**src/rtl/dptr_pkg.sv**
```systemverilog
package dptr_pkg;
  localparam int CB_SEL    = 0;
  localparam int CB_AUTO   = 2;
  localparam int CB_DIR_A  = 3;
  localparam int CB_DIR_B  = 4;
  localparam int CB_TOGGLE = 5;

  typedef enum logic [2:0] {
    RA_A_LO = 3'd0,
    RA_A_HI = 3'd1,
    RA_B_LO = 3'd2,
    RA_B_HI = 3'd3,
    RA_CTRL = 3'd4
  } reg_idx_e;

  typedef struct packed {
    logic toggle_en;
    logic dir_b;
    logic dir_a;
    logic auto_en;
    logic sel;
  } ctrl_t;

  function automatic logic [7:0] ctrl_to_byte(input ctrl_t c);
    logic [7:0] b;
    b = '0;
    b[CB_SEL]    = c.sel;
    b[CB_AUTO]   = c.auto_en;
    b[CB_DIR_A]  = c.dir_a;
    b[CB_DIR_B]  = c.dir_b;
    b[CB_TOGGLE] = c.toggle_en;
    return b;
  endfunction

  function automatic ctrl_t byte_to_ctrl(input logic [7:0] b);
    ctrl_t c;
    c.sel       = b[CB_SEL];
    c.auto_en   = b[CB_AUTO];
    c.dir_a     = b[CB_DIR_A];
    c.dir_b     = b[CB_DIR_B];
    c.toggle_en = b[CB_TOGGLE];
    return c;
  endfunction
endpackage

```
**src/rtl/dptr_ctrl_reg.sv**
```systemverilog
module dptr_ctrl_reg
  import dptr_pkg::*;
(
  input  logic       clk,
  input  logic       rst_n,
  input  logic       wr_en,
  input  logic [7:0] wdata,
  input  logic       flip_sel,
  output ctrl_t      ctrl_q
);
  always_ff @(posedge clk or negedge rst_n) begin
    if (!rst_n) begin
      ctrl_q <= '0;
    end else if (wr_en) begin
      ctrl_q <= byte_to_ctrl(wdata);
    end else if (flip_sel) begin
      ctrl_q.sel <= ~ctrl_q.sel;
    end
  end
endmodule

```
**src/rtl/dptr_ptr_reg.sv**
```systemverilog
module dptr_ptr_reg #(
  parameter int DATA_W = 8,
  localparam int PTR_W = 2 * DATA_W
) (
  input  logic              clk,
  input  logic              rst_n,
  input  logic              wr_lo,
  input  logic              wr_hi,
  input  logic [DATA_W-1:0] wdata,
  input  logic              step_en,
  input  logic              step_down,
  output logic [PTR_W-1:0]  ptr_q
);
  function automatic logic [PTR_W-1:0] step_ptr(input logic [PTR_W-1:0] v, input logic down);
    return down ? PTR_W'(v - 1'b1) : PTR_W'(v + 1'b1);
  endfunction

  always_ff @(posedge clk or negedge rst_n) begin
    if (!rst_n) begin
      ptr_q <= '0;
    end else if (wr_lo) begin
      ptr_q[DATA_W-1:0] <= wdata;
    end else if (wr_hi) begin
      ptr_q[PTR_W-1:DATA_W] <= wdata;
    end else if (step_en) begin
      ptr_q <= step_ptr(ptr_q, step_down);
    end
  end
endmodule

```
**src/rtl/dptr_rd_mux.sv**
```systemverilog
module dptr_rd_mux
  import dptr_pkg::*;
#(
  parameter int DATA_W = 8,
  parameter int NUM_PTR = 2,
  localparam int PTR_W = 2 * DATA_W
) (
  input  logic [2:0]             rd_addr,
  input  logic [PTR_W-1:0]       ptrs [NUM_PTR],
  input  ctrl_t                  ctrl,
  output logic [DATA_W-1:0]      rdata
);
  always_comb begin
    rdata = '0;
    for (int i = 0; i < NUM_PTR; i++) begin
      if (rd_addr == 3'(2 * i))     rdata = ptrs[i][DATA_W-1:0];
      if (rd_addr == 3'(2 * i + 1)) rdata = ptrs[i][PTR_W-1:DATA_W];
    end
    if (rd_addr == RA_CTRL) rdata = DATA_W'(ctrl_to_byte(ctrl));
  end
endmodule

```
**src/rtl/dptr_pair_unit.sv**
```systemverilog
module dptr_pair_unit
  import dptr_pkg::*;
#(
  parameter int DATA_W = 8,
  localparam int PTR_W = 2 * DATA_W,
  localparam int NUM_PTR = 2
) (
  input  logic              clk,
  input  logic              rst_n,
  input  logic              reg_wr,
  input  logic [2:0]        reg_addr,
  input  logic [DATA_W-1:0] reg_wdata,
  output logic [DATA_W-1:0] reg_rdata,
  input  logic              move_done,
  input  logic              inc_strobe,
  output logic [PTR_W-1:0]  addr_out
);
  ctrl_t              ctrl_q;
  logic [PTR_W-1:0]   ptrs [NUM_PTR];
  logic [NUM_PTR-1:0] step_en;
  logic [NUM_PTR-1:0] dir_bits;
  logic               move_evt;
  logic               inc_evt;
  logic               flip_evt;
  logic               act_dir;

  assign move_evt = move_done & ~reg_wr;
  assign inc_evt  = inc_strobe & ~reg_wr & ~move_done;
  assign flip_evt = move_evt & ctrl_q.toggle_en;
  assign dir_bits = {ctrl_q.dir_b, ctrl_q.dir_a};
  assign act_dir  = dir_bits[ctrl_q.sel];

  dptr_ctrl_reg u_ctrl (
    .clk      (clk),
    .rst_n    (rst_n),
    .wr_en    (reg_wr && reg_addr == RA_CTRL),
    .wdata    (reg_wdata[7:0]),
    .flip_sel (flip_evt),
    .ctrl_q   (ctrl_q)
  );

  for (genvar g = 0; g < NUM_PTR; g++) begin : g_ptr
    assign step_en[g] = (ctrl_q.sel == 1'(g)) &&
                        ((move_evt && ctrl_q.auto_en) || inc_evt);
    dptr_ptr_reg #(.DATA_W(DATA_W)) u_ptr (
      .clk       (clk),
      .rst_n     (rst_n),
      .wr_lo     (reg_wr && reg_addr == 3'(2 * g)),
      .wr_hi     (reg_wr && reg_addr == 3'(2 * g + 1)),
      .wdata     (reg_wdata),
      .step_en   (step_en[g]),
      .step_down (move_evt && dir_bits[g]),
      .ptr_q     (ptrs[g])
    );
  end

  dptr_rd_mux #(.DATA_W(DATA_W), .NUM_PTR(NUM_PTR)) u_rd (
    .rd_addr (reg_addr),
    .ptrs    (ptrs),
    .ctrl    (ctrl_q),
    .rdata   (reg_rdata)
  );

  assign addr_out = ptrs[ctrl_q.sel];
endmodule

```
**config.mk**
```make
export PLATFORM = sky130hd
export DESIGN_NAME = dptr_pair_unit
export DESIGN_NICKNAME = d
export VERILOG_FILES = /design/src/rtl/dptr_pkg.sv /design/src/rtl/dptr_ctrl_reg.sv /design/src/rtl/dptr_ptr_reg.sv /design/src/rtl/dptr_rd_mux.sv /design/src/rtl/dptr_pair_unit.sv
export SDC_FILE = /design/constraint.sdc
export NUM_CORES = 1
export LEC_CHECK = 0
export BUFFER_PORTS_ARGS = -buffer_cell sky130_fd_sc_hd__buf_2
export CAP_MARGIN = 10
export CORE_MARGIN = 2
export CORE_UTILIZATION = 31
export DETAILED_ROUTE_END_ITERATION = 10
export PLACE_DENSITY_LB_ADDON = 0.08
export SLEW_MARGIN = 20
export SYNTH_ARGS = -nofsm -noshare
export SYNTH_HDL_FRONTEND = slang
export SYNTH_SLANG_ARGS = --single-unit
export TNS_END_PERCENT = 1
```
**constraint.sdc**
```tcl
create_clock -name clk -period 2.9 [get_ports clk]
set_input_delay 0.58 -clock clk [delete_from_list [all_inputs] [get_ports clk]]
set_output_delay 0.58 -clock clk [all_outputs]
set_load 0.005 [all_outputs]
```
==> metrics.yaml, run 1 <==
setup_path:
  rr_worst_depth: 6
  timing.critical_path.mode_cell: "or4_4"
  end_kind: "flop"
  r2r-end: "g_ptr[0].u_ptr.ptr_q[15]"
  cp-start-kind: "flop"
  crit_type: "flop to flop"
  cp_cell_sequence: "or4_4 -> or4_4 -> or4_1 -> mux2i_1 -> xnor2_1 -> a21oi_1"
  worstPathMaxFanout: 7
  cp_slowest_cell: "or4_4"
  r2r_slack_ns: 0.45
  slowest_delay_ns: 0.59
  arrival_ns: 2.62
  reg2reg_from: "g_ptr[0].u_ptr.ptr_q[11]"
  required_ns: 3.07
route:
  drt_iter0_markers: 195
  routedWlPerCell_um: 19.9
  dr_total_vias: 3226
  drt_pass1_iterations: 5
  viasPerCell: 5.61
  drc: 0
  ant_nets: 0
  wl_um: 11400
global_routing:
  first_global_vias: 3193
  antenna_found_initial: 0
  grt_max_degree: 38
  grt_usage_pct: 21.2
  grt_overflow: 0
  grt_pass1_wl_um: 18400
synth:
  syn-instance-count: 413
  yosysUniqueCellTypes: 51
  synth_nets: 431
  synth_warnings: 0
  ys_ff_latch: 37
  synth-edff-count: 0
  synth_area_um2: 3240
  synth_flop_cell: "dfrtp_1"
  seq_area_frac_synth_pct: 28.6
  syn_area_per_cell_um2: 7.85
  async_flop_share_pct: 100
clock_network:
  cts_tree: "yes"
  cts-htree-levels: 2
  clk_pin_slew_worst_paths_ns: 0.08
  cts_setup_buffers: 0
  cts_root_buf: "clkbuf_8"
  cts_buffers: 5
  clock_sinks: 37
  ctsHoldBuffers: 0
  cts.path.max_buffers: 2
  insertion_delay_ns: 0.30
  post_cts_resized: 0
sta:
  tightestPinTransition_ns: 0.959
  finalCritPeriodShare_pct: 84.6
  maxSlewHeadroom_pct: 36.1
  hold_violations: 0
  slew_violations: 0
  setup_tns_ns: 0
  report.final.setup_viol: 0
  post-route-min-period_ns: 2.45
  rsz0062_at_grt: "false"
  max_freq_mhz: 407
  skew_ns: 0.00815
floorplanning:
  die_w_um: 106
  start_util_pct: 31.7
  rows: 37
  die_y_um: 106
  pin_count: 40
  dieArea_um2: 11300
  coreArea_um2: 10200
layout:
  layout_commonest_cell: "nor2_1"
  final_cells: 575
  drive_gt1_share_pct: 21.4
  diodes: 0
  fillers: 1070
  final_cell_mix: "nor2_1, buf_2, a21oi_1, dfrtp_1, nand2_1"
  fin_nets: 456
  area_growth_pct: 13.9
power:
  power_leakage_uw: 0.00138
  vdd_drop_max_mv: 0.342
  power.density_nw_per_um2: 808
place:
  port_buffers: 39
  place_congestion: 0.821
  hpwl_um: 8120
  place_inst: 567
run:
  cap_violations: 0
run_status:
  status: "finished, final reports clean"
worst_hold_path:
  hold_path.class: "primary input to async pin"
==> kinds of logic after synthesis <==
group,count (synthesis),synth area share (%)
buf+inv,42,5.14
xor+xnor,33,8.92
compound gates,91,16.3
mux,31,11.4
simple gates,177,28.9
flops,37,28.6
fa+ha+maj,2,0.772
==> cells in the mapped netlist (2+ instances only) <==
cell       number  share of area, %
mux4_2          3               2.1
or4_4           2              0.69
nand3b_1        7               1.6
o21ai_0        22               3.4
and4_1          2              0.54
dfrtp_1        37                29
mux2i_1        10               3.1
and3_1          5              0.97
nor2b_1         7               1.4
nand3_1        14               2.2
nor2_1         45               5.2
nor4b_1         2              0.54
nand2b_1        2              0.39
or3_1           8               1.5
ha_1            2              0.77
xor2_1         16               4.3
nor4_1          9               1.7
nand2_1        33               3.8
nand4_1         9               1.7
clkbuf_1       35               4.1
nor3_1         15               2.3
o22ai_1         7               1.4
buf_1           3              0.35
a21oi_1        37               5.7
a2111oi_0       2              0.54
inv_1           2              0.23
and3b_1         3              0.81
xnor2_1        17               4.6
a22oi_1         5               1.2
mux2_2         18               6.3
or2_2           2              0.39
or4_1           5               1.2
a31oi_1         8               1.5
o41ai_1         2              0.54
==> stage by stage <==
stage                     hold slack, ns  total power (µW)  setup slack (ns)  utilization, %  instance area [µm²]
final                              0.435              2980             0.445            36.1                 3690
after global routing               0.498              3210             0.258            36.1                 3690
after CTS                          0.466              2990             0.429            36.1                 3690
after detailed placement           0.554              2550             0.185            35.1                 3590
after global placement             0.554              2560             0.215            35.1                 3590
after floorplan                    0.284              1960             0.224               -                 3240
==> area by class of cell <==
class                   instances  area [µm²]  area share (%)
clock buffers                   7        96.3            2.61
clock inverters                 1        5.00           0.136
inverters                       2        7.51           0.203
multi-input cells             334        2150            58.2
flip-flops and latches         37         926            25.1
well taps                     136         170            4.61
repair buffers                 58         338            9.15
==> metal layers <==
layer  track usage (%)  wire, µm
met1              28.7      5070
met5                 0         0
met2              34.4      5600
met3              2.82       459
met4              8.08       312
==> worst max-delay path by stage <==
stage | to | from | cells past startpoint | slack (ns)
4_1_cts | reg_rdata[1] | reg_addr[0] | 4 | 0.43
2_1_floorplan | g_ptr[0].u_ptr.ptr_q[10] | reg_wr | 10 | 0.22
3_3_place_gp | g_ptr[0].u_ptr.ptr_q[10] | reg_wr | 10 | 0.21
5_1_grt | g_ptr[0].u_ptr.ptr_q[15] | g_ptr[0].u_ptr.ptr_q[11] | 6 | 0.26
6_report | g_ptr[0].u_ptr.ptr_q[15] | g_ptr[0].u_ptr.ptr_q[11] | 6 | 0.45
3_5_place_dp | g_ptr[0].u_ptr.ptr_q[10] | reg_wr | 10 | 0.19
==> state kept, by name, indices dropped and copies added (netlist names) <==
register	flops
g_ptr.u_ptr.ptr_q	32
u_ctrl.ctrl_q	5
==> worst max-delay path, delay by kind of cell (launching register included) <==
family / cells / cell delay [ns]
xor gates and xnor gates: 1 / 0.14
AOI/OAI and AO/OA: 1 / 0.08
muxes: 1 / 0.19
and+or+nand+nor: 3 / 1.43
DFF: 1 / 0.49
==> where the power goes <==
| part | internal [µW] | total, µW | switching (µW) |
|---|---|---|---|
| logic | 716 | 1490 | 778 |
| registers | 687 | 1060 | 376 |
| clock network | 216 | 426 | 211 |
Note: power is estimated with default switching activity, not from simulation.
==> run 2, diff against run 1 <==
ABC_AREA = 1   (was not set)
clock period = 2 ns   (was 2.9 ns; I/O delays follow)
==> run 2 against run 1 <==
Effect of this change: global-route usage increased by 0.43 points; synthesized cell count increased by 65%; first-iteration DRC count increased by 96%; count of clock-buffer cells in the layout decreased by 1; routed wire length increased by 35%; largest power group unchanged.
==> metrics.yaml, run 2 <==
power:
  power_leakage_uw: 0.00279
  clock_power_share_pct: 13.2
  power.density_nw_per_um2: 1250
  power_switching_uw: 3220
  combPwrFrac_pct: 63.1
  seq_power_share_pct: 23.7
  sw_frac_of_total_pct: 50.5
  p_int_uw: 3150
  vdd_drop_max_mv: 0.460
place:
  place_congestion: 0.950
  dpl_worst_slack_ns: -0.204
  hpwl_um: 12300
  dpl_cell_area_um2: 4830
  port_buffers: 39
layout:
  fin_util_pct: 40.4
  drive_gt1_share_pct: 22.9
  reg_top3: "g_ptr.u_ptr.ptr_q x32, u_ctrl.ctrl_q x5"
  multiInputGateArea_um2: 2660
  layout_commonest_cell: "nand2_1"
  diodes: 0
  final_cell_area_um2: 5100
  area_growth_pct: 27.3
  largest_register: "g_ptr.u_ptr.ptr_q"
  fillers: 1410
  largest_reg_flops: 32
  seq_area_um2: 928
  fin_nets: 795
  final_cell_mix: "nand2_1, inv_1, buf_4"
sta:
  hold_violations: 0
  tightestPinTransition_ns: 0.414
  fin_ws_ns: 0.0803
  report.final.setup_viol: 0
  timing.hold.ws_ns: 0.0375
  rsz0062_at_grt: "true"
  maxSlewHeadroom_pct: 72.4
  post-route-min-period_ns: 1.92
  max_freq_mhz: 521
  setup_tns_ns: 0
  skew_ns: 0.0115
  finalCritPeriodShare_pct: 96.0
  slew_violations: 0
synth:
  syn_area_per_cell_um2: 5.89
  yosysMostFrequentCell: "nand2_1"
  synth_warnings: 0
  synth_nets: 698
  synth_flop_cell: "dfrtp_1"
  synth.top_cell.area_share_pct: 23.2
  syn-instance-count: 680
  seq_area_frac_synth_pct: 23.1
  synth_area_leader_cell: "nand2_1"
  yosysUniqueCellTypes: 34
  synth_area_um2: 4010
  async_flop_share_pct: 100
  synth_top_cells_by_area: "nand2_1, dfrtp_1, inv_1"
  synth_commonest_cells: "nand2_1, inv_1, a21oi_1"
  ys_ff_latch: 37
  synth-edff-count: 0
run:
  cap_violations: 0
worst_hold_path:
  hold_path.class: "primary input to async pin"
clock_network:
  clk_pin_slew_worst_paths_ns: 0.07
  cts_root_buf: "clkbuf_16"
  cts_tree: "yes"
  cts_buffers: 5
  clock_sinks: 37
  cts-htree-levels: 2
  insertion_delay_ns: 0.29
  cts.path.max_buffers: 2
floorplanning:
  start_util_pct: 31.8
  die_w_um: 118
  die_y_um: 118
  rows: 41
  coreArea_um2: 12600
  pin_count: 40
  dieArea_um2: 13900
global_routing:
  top_usage_layer: "met2"
  grtUsageMet1_pct: 32.3
  grt_overflow: 0
  grt_util_met2_pct: 34.0
  antenna_found_initial: 0
  grt_pass1_wl_um: 23800
  grtUsageMet3_pct: 2.03
  grt_max_degree: 30
  first_global_vias: 4410
  grt_usage_pct: 21.7
setup_path:
  worstPathMaxFanout: 7
  end_kind: "primary output"
  crit_type: "flop to primary output"
  required_ns: 1.60
  arrival_ns: 1.52
  cp-start-kind: "flop"
route:
  dr_total_vias: 4837
  routedWlPerCell_um: 16.3
  drt_pass1_iterations: 4
  drt_iter0_markers: 382
  wl_um: 15500
  ant_nets: 0
  drc: 0
  viasPerCell: 5.09
run_status:
  status: "finished, final reports clean"
[run 2: changes by cell type after synthesis, sizes merged, moves of 12 or more]
cell,before,now
nand3,14,52
clkbuf,35,4
nand2,33,255
a41oi,0,16
nor3,15,3
mux2,18,0
o21ai,23,43
a21oi,37,52
xnor2,17,1
inv,2,95
[run 2: final timing paths]
path / endpoint / cells after the start / slack (ns) / startpoint
setup / recovery: reg_rdata[6] / 5 / 0.08 / g_ptr[0].u_ptr.ptr_q[6]
max in group asynchronous: g_ptr[1].u_ptr.ptr_q[12] / 2 / 1.48 / rst_n
hold reg to reg: g_ptr[0].u_ptr.ptr_q[14] / 2 / 0.50 / g_ptr[0].u_ptr.ptr_q[14]
hold / removal: g_ptr[0].u_ptr.ptr_q[12] / 1 / 0.04 / rst_n
min in group clk: g_ptr[0].u_ptr.ptr_q[4] / 3 / 0.47 / reg_wdata[4]
setup reg to reg: g_ptr[1].u_ptr.ptr_q[14] / 14 / 0.12 / u_ctrl.ctrl_q[3]
[run 2: what timing repair did]
item,in CTS,in global routing
setup endpoints to repair,4,25
gates resized for setup,2,22
gates cloned,0,1
setup buffers,0,2
hold buffers,0,0
pin swaps,0,3
[run 2: final cells by class]
cell class / count / share of cell area [%]
Timing Repair Buffer: 109 / 15.3
Multi-Input combinational cell: 527 / 52.1
Clock inverter: 2 / 0.270
Sequential cell: 37 / 18.2
Clock buffer: 6 / 2.72
Tap cell: 172 / 4.22
Inverter: 97 / 7.21
[run 2: power by group through the flow]
stage	logic, µW	clock network [µW]	registers [µW]
5_1_grt	4510	883	1570
4_1_cts	3940	856	1500
3_5_place_dp	3910	0	1510
2_1_floorplan	2410	0	1320
6_report	4020	840	1510
3_3_place_gp	3900	0	1500
[run 2: kinds of logic after synthesis]
family	count (synthesis)	synth area share [%]
compound gates	139	20.9
xor+xnor	15	3.47
fa+ha+maj	2	0.624
buf+inv	116	12.3
flops	37	23.1
simple gates	371	39.7
[run 2: worst max-delay path, stage by stage, from the launching register on]
cell and delay (ns):
dfrtp_1 0.40, inv_1 0.22, o22ai_1 0.14, a21oi_1 0.16, o21ai_0 0.16, buf_2 0.16
[run 2: through the flow]
step	total power, µW	std cells
3_3_place_gp	5400	939
2_1_floorplan	3730	680
4_1_cts	6290	947
5_1_grt	6960	950
6_report	6370	950
3_5_place_dp	5420	939
[run 2: per-layer routing]
metal,vias up,wire length (µm),part of all wire [%]
met2,142,6820,44
met5,-,0,0
met3,16,816,5.3
li1,2406,-,-
met4,0,226,1.5
met1,2273,7620,49
==> run 3, diff against run 2 <==
HOLD_SLACK_MARGIN = 0.1   (was not set)
==> run 3 against run 2 <==
Effect of this change: worst hold slack better by 0.43 ns; fmax hardly changed; routed wire length is 0.40% higher; final cell count is 0.11% higher; global-route usage hardly changed; largest power group unchanged; highest routed layer unchanged.
==> metrics.yaml, run 3 (synthesis gave the netlist of run 2 again) <==
floorplanning:
  dieArea_um2: 13900
  rows: 41
  die_y_um: 118
  die_w_um: 118
  coreArea_um2: 12600
  pin_count: 40
  start_util_pct: 31.8
sta:
  skew_ns: 0.00960
  timing.hold.ws_ns: 0.470
  maxSlewHeadroom_pct: 72.6
  post-route-min-period_ns: 1.92
  slew_violations: 0
  report.final.setup_viol: 0
  max_freq_mhz: 521
  finalCritPeriodShare_pct: 96.0
  tightestPinTransition_ns: 0.411
  hold_violations: 0
  rsz0062_at_grt: "true"
power:
  power_leakage_uw: 0.00279
  clock_power_share_pct: 13.2
  power_switching_uw: 3230
  p_int_uw: 3150
  vdd_drop_max_mv: 0.464
  combPwrFrac_pct: 63.1
  seq_power_share_pct: 23.8
  sw_frac_of_total_pct: 50.6
  total_power_uw: 6380
  power.density_nw_per_um2: 1250
clock_network:
  cts.path.max_buffers: 2
  clock_sinks: 37
  insertion_delay_ns: 0.29
  clk_pin_slew_worst_paths_ns: 0.07
  cts-htree-levels: 2
  cts_root_buf: "clkbuf_16"
  cts_tree: "yes"
  cts_buffers: 5
route:
  viasPerCell: 5.10
  wl_um: 15500
  drc: 0
  drt_iter0_markers: 346
  drt_pass1_iterations: 5
  routedWlPerCell_um: 16.3
  ant_nets: 0
  dr_total_vias: 4851
worst_hold_path:
  hold_path.class: "primary input to flop"
global_routing:
  grt_max_degree: 30
  grt_pass1_wl_um: 23800
  antenna_found_initial: 0
  grt_overflow: 0
  first_global_vias: 4416
  grt_usage_pct: 21.7
setup_path:
  cp_slowest_cell: "dfrtp_1"
  end_kind: "primary output"
  critical_path_buf_inv_count: 2
  arrival_ns: 1.52
  worstPathMaxFanout: 7
  cp_cell_sequence: "inv_1 -> o22ai_1 -> a21oi_1 -> o21ai_0 -> buf_2"
  cp-start-kind: "flop"
  slowest_delay_ns: 0.40
  crit_type: "flop to primary output"
  critical_path.top_delay_family: "compound AO/OA/AOI/OAI gates"
  required_ns: 1.60
layout:
  final_cell_mix: "nand2_1, inv_1, buf_4"
  diodes: 0
  largest_register: "g_ptr.u_ptr.ptr_q"
  fin_util_pct: 40.5
  largest_reg_flops: 32
  fin_nets: 796
  reg_top3: "g_ptr.u_ptr.ptr_q x32, u_ctrl.ctrl_q x5"
  drive_gt1_share_pct: 22.8
  final_cell_area_um2: 5110
  area_growth_pct: 27.5
  layout_commonest_cell: "nand2_1"
place:
  place_congestion: 0.950
  dpl_cell_area_um2: 4830
  hpwl_um: 12300
  port_buffers: 39
run:
  cap_violations: 0
run_status:
  status: "finished, final reports clean"
[run 3: changes by cell type in the layout (fill, tap and decap cells not counted)]
| cell | change |
|---|---|
| dlygate4sd3_1 | +1 |
[run 3: timing repair]
action / 4_1_cts / 5_1_grt
buffers inserted: 0 / 2
hold buffers: 1 / 0
endpoints found under the setup margin: 4 / 25
endpoints found under the hold margin: 13 / 0
cloned: 0 / 1
resized for setup: 2 / 22
pin swaps: 0 / 3
[run 3: area by class of cell]
type	count	area [µm²]
Fill cell	1410	7510
Multi-Input combinational cell	527	2660
Sequential cell	37	928
Timing Repair Buffer	110	790
Inverter	97	368
Tap cell	172	215
Clock buffer	6	139
Clock inverter	2	13.8
[run 3: path summary, 6_finish.rpt]
path	from	to	slack [ns]	depth (start not counted)
worst max-delay path	g_ptr[0].u_ptr.ptr_q[6]	reg_rdata[6]	0.08	5
worst min-delay path	reg_wdata[4]	g_ptr[0].u_ptr.ptr_q[4]	0.47	3
worst max register to register	u_ctrl.ctrl_q[3]	g_ptr[1].u_ptr.ptr_q[14]	0.12	14
worst min register to register	g_ptr[0].u_ptr.ptr_q[14]	g_ptr[0].u_ptr.ptr_q[14]	0.50	2
max in group asynchronous	rst_n	u_ctrl.ctrl_q[1]	0.95	3
min in group asynchronous	rst_n	g_ptr[0].u_ptr.ptr_q[12]	0.58	2
[run 3: metrics by stage]
| step | setup TNS (ns) | setup WS (ns) | instances |
|---|---|---|---|
| after global placement | -1.48 | -0.136 | 939 |
| after detailed placement | -1.99 | -0.204 | 939 |
| after floorplan | 0 | 0.0368 | 680 |
| after CTS | 0 | 0.00560 | 948 |
| after global routing | -0.195 | -0.0702 | 951 |
| final | 0 | 0.0809 | 951 |
[run 3: metal layers]
layer	global-route usage (%)	routed length (µm)	vias up
li1	-	-	2408
met1	32.3	7660	2278
met2	34.1	6760	149
met3	2.03	883	16
met4	4.29	235	0
met5	0	0	-
[run 3: power by group through the flow]
stage               Sequential [µW]  Clock, µW  Combinational [µW]
global route                   1570        883                4510
CTS                            1500        856                3940
floorplan                      1320          0                2410
global placement               1500          0                3900
finish                         1520        841                4020
detailed placement             1510          0                3910
[run 3: worst reg2reg max path, stage by stage, from the launching register on]
cell and delay (ns):
dfrtp_2 0.43, nand3_2 0.14, nand2_1 0.10, nand2_1 0.05
inv_1 0.05, ha_1 0.14, inv_1 0.05, nand2_2 0.10
nand3b_4 0.11, o21ai_4 0.22, nand2_1 0.10, nand3_1 0.08
nand3_1 0.09, nand2_1 0.06, nand2_1 0.04
